[config.mk]
export PLATFORM = sky130hd
export DESIGN_NAME = blockpat_compressor
export DESIGN_NICKNAME = d
export VERILOG_FILES = /design/src/rtl/blockpat_pkg.sv /design/src/rtl/bp_classify.sv /design/src/rtl/bp_packbuf.sv /design/src/rtl/blockpat_compressor.sv
export SDC_FILE = /design/constraint.sdc
export NUM_CORES = 1
export LEC_CHECK = 0
export BUFFER_PORTS_ARGS = -buffer_cell sky130_fd_sc_hd__buf_2
export CAP_MARGIN = 20
export CORE_ASPECT_RATIO = 1.75
export CORE_MARGIN = 3
export CORE_UTILIZATION = 35
export CTS_BUF_LIST = sky130_fd_sc_hd__clkbuf_8 sky130_fd_sc_hd__clkbuf_16
export DETAILED_ROUTE_END_ITERATION = 8
export MAX_ROUTING_LAYER = met4
export SYNTH_ARGS = -nofsm -noshare
export SYNTH_HDL_FRONTEND = slang
export SYNTH_HIERARCHICAL = 1
export SYNTH_SLANG_ARGS = --single-unit
[constraint.sdc]
create_clock -name clk -period 9 [get_ports clk]
set_input_delay 2.25 -clock clk [delete_from_list [all_inputs] [get_ports clk]]
set_output_delay 2.25 -clock clk [all_outputs]
set_load 0.03 [all_outputs]
[src/rtl/blockpat_pkg.sv]
package blockpat_pkg;

  localparam int HALF_W = 32;

  typedef enum logic [1:0] {
    BST_PATA = 2'b00,
    BST_PATB = 2'b01,
    BST_RAW  = 2'b10,
    BST_ZERO = 2'b11
  } blk_state_e;

  typedef enum logic [1:0] {
    PC_ZERO = 2'b00,
    PC_LOW  = 2'b01,
    PC_PAIR = 2'b10,
    PC_FULL = 2'b11
  } dw_code_e;

  typedef enum logic [1:0] {
    PH_IDLE  = 2'b00,
    PH_LOAD  = 2'b01,
    PH_DRAIN = 2'b10
  } phase_e;

  // table choice from the leading doubleword: 1 selects table B
  function automatic logic pick_table_b(logic [HALF_W-1:0] hi, logic [HALF_W-1:0] lo);
    return ((hi ^ lo) != '0) && ((hi & lo) == '0);
  endfunction

  function automatic dw_code_e code_of(logic [HALF_W-1:0] hi, logic [HALF_W-1:0] lo,
                                       logic use_b);
    if (hi == '0 && lo == '0)       return PC_ZERO;
    else if (hi == '0)              return PC_LOW;
    else if (!use_b && hi == lo)    return PC_PAIR;
    else if (use_b && lo == '0)     return PC_PAIR;
    else                            return PC_FULL;
  endfunction

  function automatic logic [1:0] words_of(dw_code_e c);
    case (c)
      PC_ZERO: return 2'd0;
      PC_FULL: return 2'd2;
      default: return 2'd1;
    endcase
  endfunction

  // 32-bit words to 8-byte units, rounding up
  function automatic int units_of(int words);
    return (words + 1) / 2;
  endfunction

endpackage

[src/rtl/bp_classify.sv]
module bp_classify
  import blockpat_pkg::*;
(
  input  logic [2*HALF_W-1:0] dw,
  input  logic                first,
  input  logic                table_b_q,
  output logic                use_b,
  output logic [1:0]          code,
  output logic [1:0]          nwords,
  output logic [HALF_W-1:0]   w0,
  output logic [HALF_W-1:0]   w1
);
  logic [HALF_W-1:0] hi, lo;
  dw_code_e          c;

  assign hi    = dw[2*HALF_W-1:HALF_W];
  assign lo    = dw[HALF_W-1:0];
  assign use_b = first ? pick_table_b(hi, lo) : table_b_q;

  always_comb begin
    c      = code_of(hi, lo, use_b);
    nwords = words_of(c);
    w1     = lo;
    case (c)
      PC_PAIR: w0 = use_b ? hi : lo;
      PC_FULL: w0 = hi;
      default: w0 = lo;
    endcase
  end

  assign code = c;

  // a doubleword kept whole never has a zero upper half
  always_comb begin
    if (nwords == 2'd2) assert_full_hi_R4: assert (hi != '0);
  end
endmodule

[src/rtl/bp_packbuf.sv]
module bp_packbuf #(
  parameter int DEPTH = 12,
  parameter int WD_W  = 32,
  localparam int CNT_W = $clog2(DEPTH + 1)
) (
  input  logic             clk,
  input  logic             rst_n,
  input  logic             clr,
  input  logic             wr_en,
  input  logic [1:0]       wr_n,
  input  logic [WD_W-1:0]  w0,
  input  logic [WD_W-1:0]  w1,
  input  logic [CNT_W-1:0] rd_idx,
  output logic [CNT_W-1:0] fill,
  output logic             fits,
  output logic [WD_W-1:0]  rd_data
);
  logic [WD_W-1:0]  mem [DEPTH];
  logic [CNT_W-1:0] fill_q, fill_p1;
  logic [CNT_W:0]   sum;
  logic             do_wr;

  assign sum     = {1'b0, fill_q} + {{(CNT_W-1){1'b0}}, wr_n};
  assign fits    = sum <= (CNT_W+1)'(DEPTH);
  assign fill_p1 = fill_q + CNT_W'(1);
  assign do_wr   = wr_en && fits;
  assign fill    = fill_q;

  always_ff @(posedge clk or negedge rst_n) begin
    if (!rst_n)     fill_q <= '0;
    else if (clr)   fill_q <= '0;
    else if (do_wr) fill_q <= sum[CNT_W-1:0];
  end

  for (genvar i = 0; i < DEPTH; i++) begin : g_ent
    always_ff @(posedge clk) begin
      if (do_wr) begin
        if (fill_q == CNT_W'(i) && wr_n != 2'd0)         mem[i] <= w0;
        else if (wr_n == 2'd2 && fill_p1 == CNT_W'(i))   mem[i] <= w1;
      end
    end
  end

  assign rd_data = (rd_idx < CNT_W'(DEPTH)) ? mem[rd_idx] : '0;

  assert_fill_bound_R7: assert property (@(posedge clk) disable iff (!rst_n)
    fill_q <= CNT_W'(DEPTH));

  assert_reject_hold_R7: assert property (@(posedge clk) disable iff (!rst_n)
    (wr_en && !fits && !clr) |=> $stable(fill_q));
endmodule

[src/rtl/blockpat_compressor.sv]
module blockpat_compressor
  import blockpat_pkg::*;
#(
  parameter int DW_PER_BLK  = 16,
  parameter int LIMIT_BYTES = 48
) (
  input  logic        clk,
  input  logic        rst_n,
  input  logic        blk_start,
  output logic        idle,
  input  logic        dw_valid,
  output logic        dw_ready,
  input  logic [63:0] dw_data,
  output logic        wd_valid,
  output logic [31:0] wd_data,
  output logic        done,
  output logic [1:0]  blk_state,
  output logic [31:0] hdr,
  output logic [3:0]  size8
);
  localparam int HDR_W   = 2 * DW_PER_BLK;
  localparam int IDX_W   = $clog2(DW_PER_BLK);
  localparam int LIMIT_W = LIMIT_BYTES / 4;
  localparam int CNT_W   = $clog2(LIMIT_W + 1);
  localparam int SIZE_W  = $clog2(DW_PER_BLK);

  phase_e            phase_q;
  logic [IDX_W-1:0]  idx_q;
  logic [CNT_W-1:0]  rd_q, fill;
  logic              abort_q, nz_q, table_b_q;
  logic [HDR_W-1:0]  hdr_q, hdr_next;
  blk_state_e        fin_q, fin_next, state_o_q;
  logic [HDR_W-1:0]  hdr_o_q;
  logic [SIZE_W-1:0] size_o_q;
  logic              done_q;

  // named events for the checks below
  logic              accept, last_dw, abort_now, emit_ok, last_word, finish;
  logic              use_b, fits;
  logic [1:0]        code, nwords;
  logic [31:0]       w0, w1, rd_data;

  assign idle     = (phase_q == PH_IDLE);
  assign dw_ready = (phase_q == PH_LOAD);
  assign accept   = dw_ready && dw_valid;
  assign last_dw  = accept && (idx_q == IDX_W'(DW_PER_BLK - 1));

  bp_classify u_classify (
    .dw        (dw_data),
    .first     (idx_q == '0),
    .table_b_q (table_b_q),
    .use_b     (use_b),
    .code      (code),
    .nwords    (nwords),
    .w0        (w0),
    .w1        (w1)
  );

  bp_packbuf #(.DEPTH(LIMIT_W), .WD_W(32)) u_packbuf (
    .clk     (clk),
    .rst_n   (rst_n),
    .clr     (idle && blk_start),
    .wr_en   (accept && !abort_q),
    .wr_n    (nwords),
    .w0      (w0),
    .w1      (w1),
    .rd_idx  (rd_q),
    .fill    (fill),
    .fits    (fits),
    .rd_data (rd_data)
  );

  assign abort_now = accept && !abort_q && !fits;

  always_comb begin
    hdr_next = hdr_q;
    for (int k = 0; k < DW_PER_BLK; k++) begin
      if (idx_q == IDX_W'(k)) hdr_next[HDR_W-1-2*k -: 2] = code;
    end
  end

  always_comb begin
    if (abort_q || abort_now)                 fin_next = BST_RAW;
    else if (!nz_q && dw_data == '0)          fin_next = BST_ZERO;
    else if (use_b)                           fin_next = BST_PATB;
    else                                      fin_next = BST_PATA;
  end

  assign emit_ok   = (fin_q == BST_PATA) || (fin_q == BST_PATB);
  assign wd_valid  = (phase_q == PH_DRAIN) && emit_ok && (rd_q < fill);
  assign wd_data   = rd_data;
  assign last_word = wd_valid && (rd_q + CNT_W'(1) == fill);
  assign finish    = (phase_q == PH_DRAIN) && (!wd_valid || last_word);

  always_ff @(posedge clk or negedge rst_n) begin
    if (!rst_n) begin
      phase_q   <= PH_IDLE;
      idx_q     <= '0;
      rd_q      <= '0;
      abort_q   <= 1'b0;
      nz_q      <= 1'b0;
      table_b_q <= 1'b0;
      hdr_q     <= '0;
      fin_q     <= BST_PATA;
      state_o_q <= BST_PATA;
      hdr_o_q   <= '0;
      size_o_q  <= '0;
      done_q    <= 1'b0;
    end else begin
      done_q <= 1'b0;
      case (phase_q)
        PH_IDLE: begin
          if (blk_start) begin
            phase_q <= PH_LOAD;
            idx_q   <= '0;
            abort_q <= 1'b0;
            nz_q    <= 1'b0;
            hdr_q   <= '0;
          end
        end
        PH_LOAD: begin
          if (accept) begin
            idx_q <= idx_q + IDX_W'(1);
            if (dw_data != '0) nz_q <= 1'b1;
            if (idx_q == '0)   table_b_q <= use_b;
            if (!abort_q) begin
              if (fits) hdr_q   <= hdr_next;
              else      abort_q <= 1'b1;
            end
            if (last_dw) begin
              phase_q <= PH_DRAIN;
              rd_q    <= '0;
              fin_q   <= fin_next;
            end
          end
        end
        PH_DRAIN: begin
          if (wd_valid) rd_q <= rd_q + CNT_W'(1);
          if (finish) begin
            phase_q   <= PH_IDLE;
            done_q    <= 1'b1;
            state_o_q <= fin_q;
            hdr_o_q   <= (fin_q == BST_RAW) ? '0 : hdr_q;
            size_o_q  <= (fin_q == BST_RAW) ? '0 : SIZE_W'(units_of(int'(fill)));
          end
        end
        default: phase_q <= PH_IDLE;
      endcase
    end
  end

  assign done      = done_q;
  assign blk_state = state_o_q;
  assign hdr       = hdr_o_q;
  assign size8     = size_o_q;

  assert_ready_excl_R2: assert property (@(posedge clk) disable iff (!rst_n)
    !(idle && dw_ready));

  assert_ready_after_start_R2: assert property (@(posedge clk) disable iff (!rst_n)
    (idle && blk_start) |=> dw_ready);

  assert_word_in_drain_R10: assert property (@(posedge clk) disable iff (!rst_n)
    wd_valid |-> (!idle && !dw_ready && !done));

  assert_raw_empty_R7: assert property (@(posedge clk) disable iff (!rst_n)
    (done && blk_state == BST_RAW) |-> (hdr == '0 && size8 == '0));

  assert_zero_empty_R9: assert property (@(posedge clk) disable iff (!rst_n)
    (done && blk_state == BST_ZERO) |-> (hdr == '0 && size8 == '0));

  assert_size_bound_R10: assert property (@(posedge clk) disable iff (!rst_n)
    done |-> (int'(size8) <= (LIMIT_W + 1) / 2));

  assert_done_pulse_R11: assert property (@(posedge clk) disable iff (!rst_n)
    done |=> !done);

  assert_done_idle_R11: assert property (@(posedge clk) disable iff (!rst_n)
    done |-> idle);

  assert_hold_results_R11: assert property (@(posedge clk) disable iff (!rst_n)
    !done |=> (done || ($stable(hdr) && $stable(size8) && $stable(blk_state))));
endmodule

==> flow_summary.ini, run 1 <==
[run_status]
status = finished clean

[final_layout]
finish.utilization_pct = 39.7
area_growth_pct = 11.7
final_area_sq_um = 28300
drive_gt1_share_pct = 42.1
final_nets = 1914

[worst_setup_path]
rr_worst_depth = 18
cp.required_ns = 9.27
arrival_ns = 7.85
path_class = input port to flip-flop
cp_max_fo = 33
r2r-start = idx_q[2]$_DFFE_PN0P_
endpoint_kind = flip-flop
start_kind = input port
crit_start = dw_data[28]

[floorplan]
initial_core_util_pct = 35.6
boundaryPins = 142
die_area_sq_um = 75800
placementRows = 129
core-area_sq_um = 71200
die_h_microns = 362
die_w_microns = 209

[timing]
whs_ns = 0.496
fin_crit_sh_pct = 84.2
setup_tns_ns = 0
rsz0062_at_grt = false
max_slew.worst_pin.slew_ns = 1.06
period_needed_ns = 7.58
final-setup-viol-count = 0
hold_viol = 0
max_freq_mhz = 132
skew_ns = 0.0215
drv_slew = 0
relSlewSlack_pct = 29.4

[route]
drtIter0Drc = 1239
routedWlPerCell_microns = 27.8
antenna_left = 0
first_pass_iters = 5
via_per_inst = 5.71
drc_errors = 0
vias = 15800
routed_wl_mm = 76.8

[synthesis]
synth_common_cells = 388 x mux2_2, 384 x edfxtp_1, 96 x mux4_2, 90 x clkbuf_1, 90 x dfrtp_1
synthArstFlopShare_pct = 19.0
synth.avg_cell_area_sq_um = 14.4
synthCells = 1756
synth-seq-cells = 474
yosys-top-cells-area = edfxtp_1 46%, mux2_2 17%, dfrtp_1 8.9%
yosysUniqueCellTypes = 58
synth.most_common_cell = mux2_2
yosys_most_used_dff = edfxtp_1
synth_edf_count = 384
yosys.area.top_type = edfxtp_1
synth_top_area_share_pct = 45.5
synth_seq_area_share_pct = 54.4
syn_area_sq_um = 25300
yosys_warnings = 6
syn_nets = 1872

[global_routing]
antenna_found_initial = 17
grt_pass1_wl_mm = 113
grt_pass1_vias = 17100
grt_max_degree = 79
grt-ovfl-total = 0
grt_use_total_pct = 20.5

[pwr]
p_per_area_nw_per_um2 = 239
leakage_nw = 10.6
ir_worst_vdd_uv = 194

[clock_tree]
clk_pin_slew_worst_paths_ns = 0.07
post_cts_buffers = 0
hold_buffers = 0
clock_sinks = 474
cts_resized = 0
insertion_delay_ns = 0.58
clockBufferDepth = 3
htree_num_levels = 2
cts_tree = built
cts_root_buf = clkbuf_16
cts_buffers = 45

[hold_path]
holdPathStages = 1
hold_class = flip-flop to flip-flop
hp-start = hdr[14]$_DFFE_PN0P_

[placement]
dpl_cell_area_sq_um = 26800
io_buffer_count = 141
dp_hpwl_mm = 49.0
gp_congestion = 0.931

[job]
drv_cap = 0
-- state kept, by name, summed over array words and instances, names as in the netlist, 4 cells and up --
signal,flops
u_packbuf/fill,4
idx_q,4
rd_q,4
hdr,32
u_packbuf/mem,384
hdr_q,32
size8,4
-- worst max-delay path: stages --
cell,delay (ns)
buf_2,0.21
ha_1,0.26
nor4_2,0.35
nand4_1,0.22
or4_1,0.57
a311o_1,0.38
and2_1,0.21
ha_1,0.38
ha_1,0.23
inv_1,0.07
fa_1,0.48
xnor2_1,0.25
nand2_1,0.38
o211ai_4,0.28
buf_4,0.61
o21ai_4,0.31
buf_4,0.39
-- routing by layer --
metal	routed length (microns)	part of all wire [%]	track usage (%)	up-vias
li1	-	-	-	6833
met1	29300	38	23.6	8186
met2	39600	51	35.3	593
met3	4890	6.4	3.82	180
met4	3130	4.1	8.03	0
met5	0	0	-	-
-- cell usage in the layout (no fill, tap or decap), types with 45 or more instances in the layout --
master / Yosys / layout
ha_1: 47 / 47
edfxtp_1: 384 / 384
o21ai_0: 52 / 49
buf_2: 35 / 141
clkbuf_16: 0 / 45
nand2_1: 63 / 56
mux2_2: 388 / 388
inv_1: 81 / 90
dfrtp_1: 90 / 86
mux2i_1: 55 / 55
mux4_2: 96 / 96
-- cell type report --
cell class | count | area (sq um)
Clock buffer | 49 | 1180
Tap cell | 917 | 1150
Timing Repair Buffer | 184 | 1150
Fill cell | 6549 | 42900
Clock inverter | 34 | 239
Antenna cell | 16 | 40.0
Inverter | 81 | 304
Multi-Input combinational cell | 1012 | 10400
Sequential cell | 474 | 13800
-- power breakdown --
part | switching [W] | total (W) | internal (W)
Combinational | 0.00126 | 0.00206 | 0.000799
Sequential | 0.000184 | 0.00282 | 0.00263
Clock | 0.000844 | 0.00188 | 0.00103
-- per-stage QoR --
stage | total power, W | setup slack [ns] | std cells
4_1_cts | 0.00681 | 1.54 | 2750
2_1_floorplan | 0.00422 | 0.661 | 1756
6_report | 0.00675 | 1.42 | 2767
3_3_place_gp | 0.00488 | 0.825 | 2665
3_5_place_dp | 0.00492 | 0.927 | 2667
5_1_grt | 0.00704 | 1.19 | 2767
-- cells by family after synthesis --
kind of cell             count (synthesis)  synth area share (%)
flip-flops                             474                  54.4
multiplexers                           554                  28.6
AND/OR/NAND/NOR                        224                  4.58
adder cells (fa/ha/maj)                 48                  2.40
XOR/XNOR                                10                 0.346
AO/OA/AOI/OAI                          176                  4.71
buffers and inverters                  270                  4.92
-- path summary, 6_finish.rpt --
check	endpoint	slack [ns]
min	hdr[14]$_DFFE_PN0P_	0.50
min reg2reg	hdr[14]$_DFFE_PN0P_	0.50
max in group asynchronous	rd_q[0]$_DFFE_PN0P_	6.17
min in group asynchronous	hdr_q[7]$_DFFE_PN0P_	1.51
max reg2reg	u_packbuf/mem[8][5]$_DFFE_PP_	2.46
max	u_packbuf/mem[8][5]$_DFFE_PP_	1.42
Note: power is estimated with default switching activity, not from simulation.
==> run 2, diff against run 1 <==
==> constraint.sdc (replaced) <==
create_clock -name clk -period 6.19 [get_ports clk]
set_input_delay 1.5475 -clock clk [delete_from_list [all_inputs] [get_ports clk]]
set_output_delay 1.5475 -clock clk [all_outputs]
set_load 0.03 [all_outputs]
==> run 2 against run 1 <==
Core utilization grew 1.5 points; sequential power grew 47%; combinational power grew 51%; clock power grew 53%; critical path depth grew 1; register-to-register slack lost 1.8 ns; power grew 50%; flip-flop and latch count is the same; worst setup slack lost 0.97 ns; critical path type unchanged; critical endpoint is now u_packbuf/mem[7][23]$_DFFE_PP_; largest power group unchanged; highest routed layer unchanged.
==> flow_summary.ini, run 2 (synthesis gave the netlist of run 1 again) <==
[run_status]
status = finished clean

[hold_path]
hp-start = hdr[14]$_DFFE_PN0P_
hold_class = flip-flop to flip-flop

[route]
routedWlPerCell_microns = 28.2
routed_wl_mm = 80.0
drtIter0Drc = 1335
vias = 16300
first_pass_iters = 7
drc_errors = 0
via_per_inst = 5.73
antenna_left = 0

[worst_setup_path]
r2r_slack_ns = 0.67
cp_max_fo = 14
rr_worst_depth = 19
r2r-start = idx_q[2]$_DFFE_PN0P_
crit_end = u_packbuf/mem[7][23]$_DFFE_PP_
rr_endpoint = u_packbuf/mem[7][23]$_DFFE_PP_
cp.required_ns = 6.50
path_class = input port to flip-flop
arrival_ns = 6.05
start_kind = input port
endpoint_kind = flip-flop
crit_start = dw_data[29]

[final_layout]
largest_reg_flops = 384
regMostFlops = u_packbuf/mem
final_nets = 1992
layout_common_cells = 388 x mux2_2, 384 x edfxtp_1, 140 x buf_2, 96 x mux4_2, 89 x inv_1
drive_gt1_share_pct = 44.6
finish.utilization_pct = 41.2
final_common_cell = mux2_2
area_growth_pct = 15.9

[timing]
whs_ns = 0.491
period_needed_ns = 5.74
drv_slew = 0
skew_ns = 0.0313
worst_slack_ns = 0.448
fin_crit_sh_pct = 92.8
rsz0062_at_grt = false
hold_viol = 0
max_slew.worst_pin.slew_ns = 1.03
relSlewSlack_pct = 31.2
final-setup-viol-count = 0
max_freq_mhz = 174

[floorplan]
die_w_microns = 209
die_area_sq_um = 75800
core-area_sq_um = 71200
die_h_microns = 362
initial_core_util_pct = 35.6
boundaryPins = 142
placementRows = 129

[clock_tree]
htree_num_levels = 2
clk_pin_slew_worst_paths_ns = 0.07
cts_root_buf = clkbuf_16
clock_sinks = 474
insertion_delay_ns = 0.58
clockBufferDepth = 3
cts_tree = built
cts_buffers = 44
post_cts_buffers = 0
cts_resized = 0
hold_buffers = 0

[placement]
dp_hpwl_mm = 54.7
pre_cts_ws_ns = -0.0441
io_buffer_count = 141
gp_congestion = 0.934

[global_routing]
grt_max_degree = 54
grt_pass1_vias = 17300
antenna_found_initial = 12
grt-ovfl-total = 0
grt_use_total_pct = 21.4
grt_pass1_wl_mm = 117

[pwr]
p_per_area_nw_per_um2 = 345
ir_worst_vdd_uv = 235
power_w = 0.0101
leakage_nw = 11.1

[job]
drv_cap = 0
run 2: changes by cell type in the layout (fill, tap and decap cells not counted), sizes merged:
cell	change
diode	-3
clkbuf	-3
bufinv	+4
inv	-2
buf	+79
clkinvlp	+1
clkinv	-2
run 2: cell type report:
type / count / area [sq um]
tap: 917 / 1150
antenna: 13 / 32.5
fill: 6535 / 41800
timing repair buffer: 263 / 2130
multi-input combinational: 1012 / 10400
inverter: 81 / 304
sequential: 474 / 13800
clock inverter: 35 / 365
clock buffer: 46 / 1140
run 2: where the power goes:
group	total [W]	switching, W	internal, W
Sequential	0.00415	0.000330	0.00382
Clock	0.00287	0.00123	0.00164
Combinational	0.00312	0.00183	0.00129
run 2: worst min path at each step:
stage	to	slack (ns)	cells after the start
2_1_floorplan	hdr_q[24]$_DFFE_PN0P_	0.47	2
3_3_place_gp	hdr[14]$_DFFE_PN0P_	0.48	1
3_5_place_dp	hdr[14]$_DFFE_PN0P_	0.48	1
4_1_cts	hdr[14]$_DFFE_PN0P_	0.49	1
5_1_grt	hdr[14]$_DFFE_PN0P_	0.53	1
6_report	hdr[14]$_DFFE_PN0P_	0.49	1
run 2: critical path: stages:
cell,delay [ns]
buf_2,0.14
ha_1,0.22
nor4_2,0.37
nand4_1,0.16
or4_1,0.57
a311o_1,0.40
and2_1,0.16
ha_1,0.38
ha_1,0.20
inv_1,0.05
fa_1,0.48
nand2b_1,0.16
nand2_1,0.09
buf_4,0.18
o211ai_1,0.18
buf_4,0.22
buf_12,0.17
mux2_2,0.34
run 2: metrics by stage:
| step | cells | instance area (sq um) | setup TNS [ns] |
|---|---|---|---|
| 2_1_floorplan | 1756 | 25300 | -59.11 |
| 3_3_place_gp | 2745 | 27800 | -0.698 |
| 3_5_place_dp | 2745 | 27800 | -0.990 |
| 4_1_cts | 2826 | 29300 | 0 |
| 5_1_grt | 2840 | 29400 | 0 |
| 6_report | 2841 | 29400 | 0 |
run 2: metal layers:
layer  wire, microns  up-vias  global-route usage [%]
met5               0        -                       -
met4            3540        0                    8.70
met3            5630      165                    4.28
met2           41600      663                    37.2
met1           29300     8463                    24.0
li1                -     6975                       -
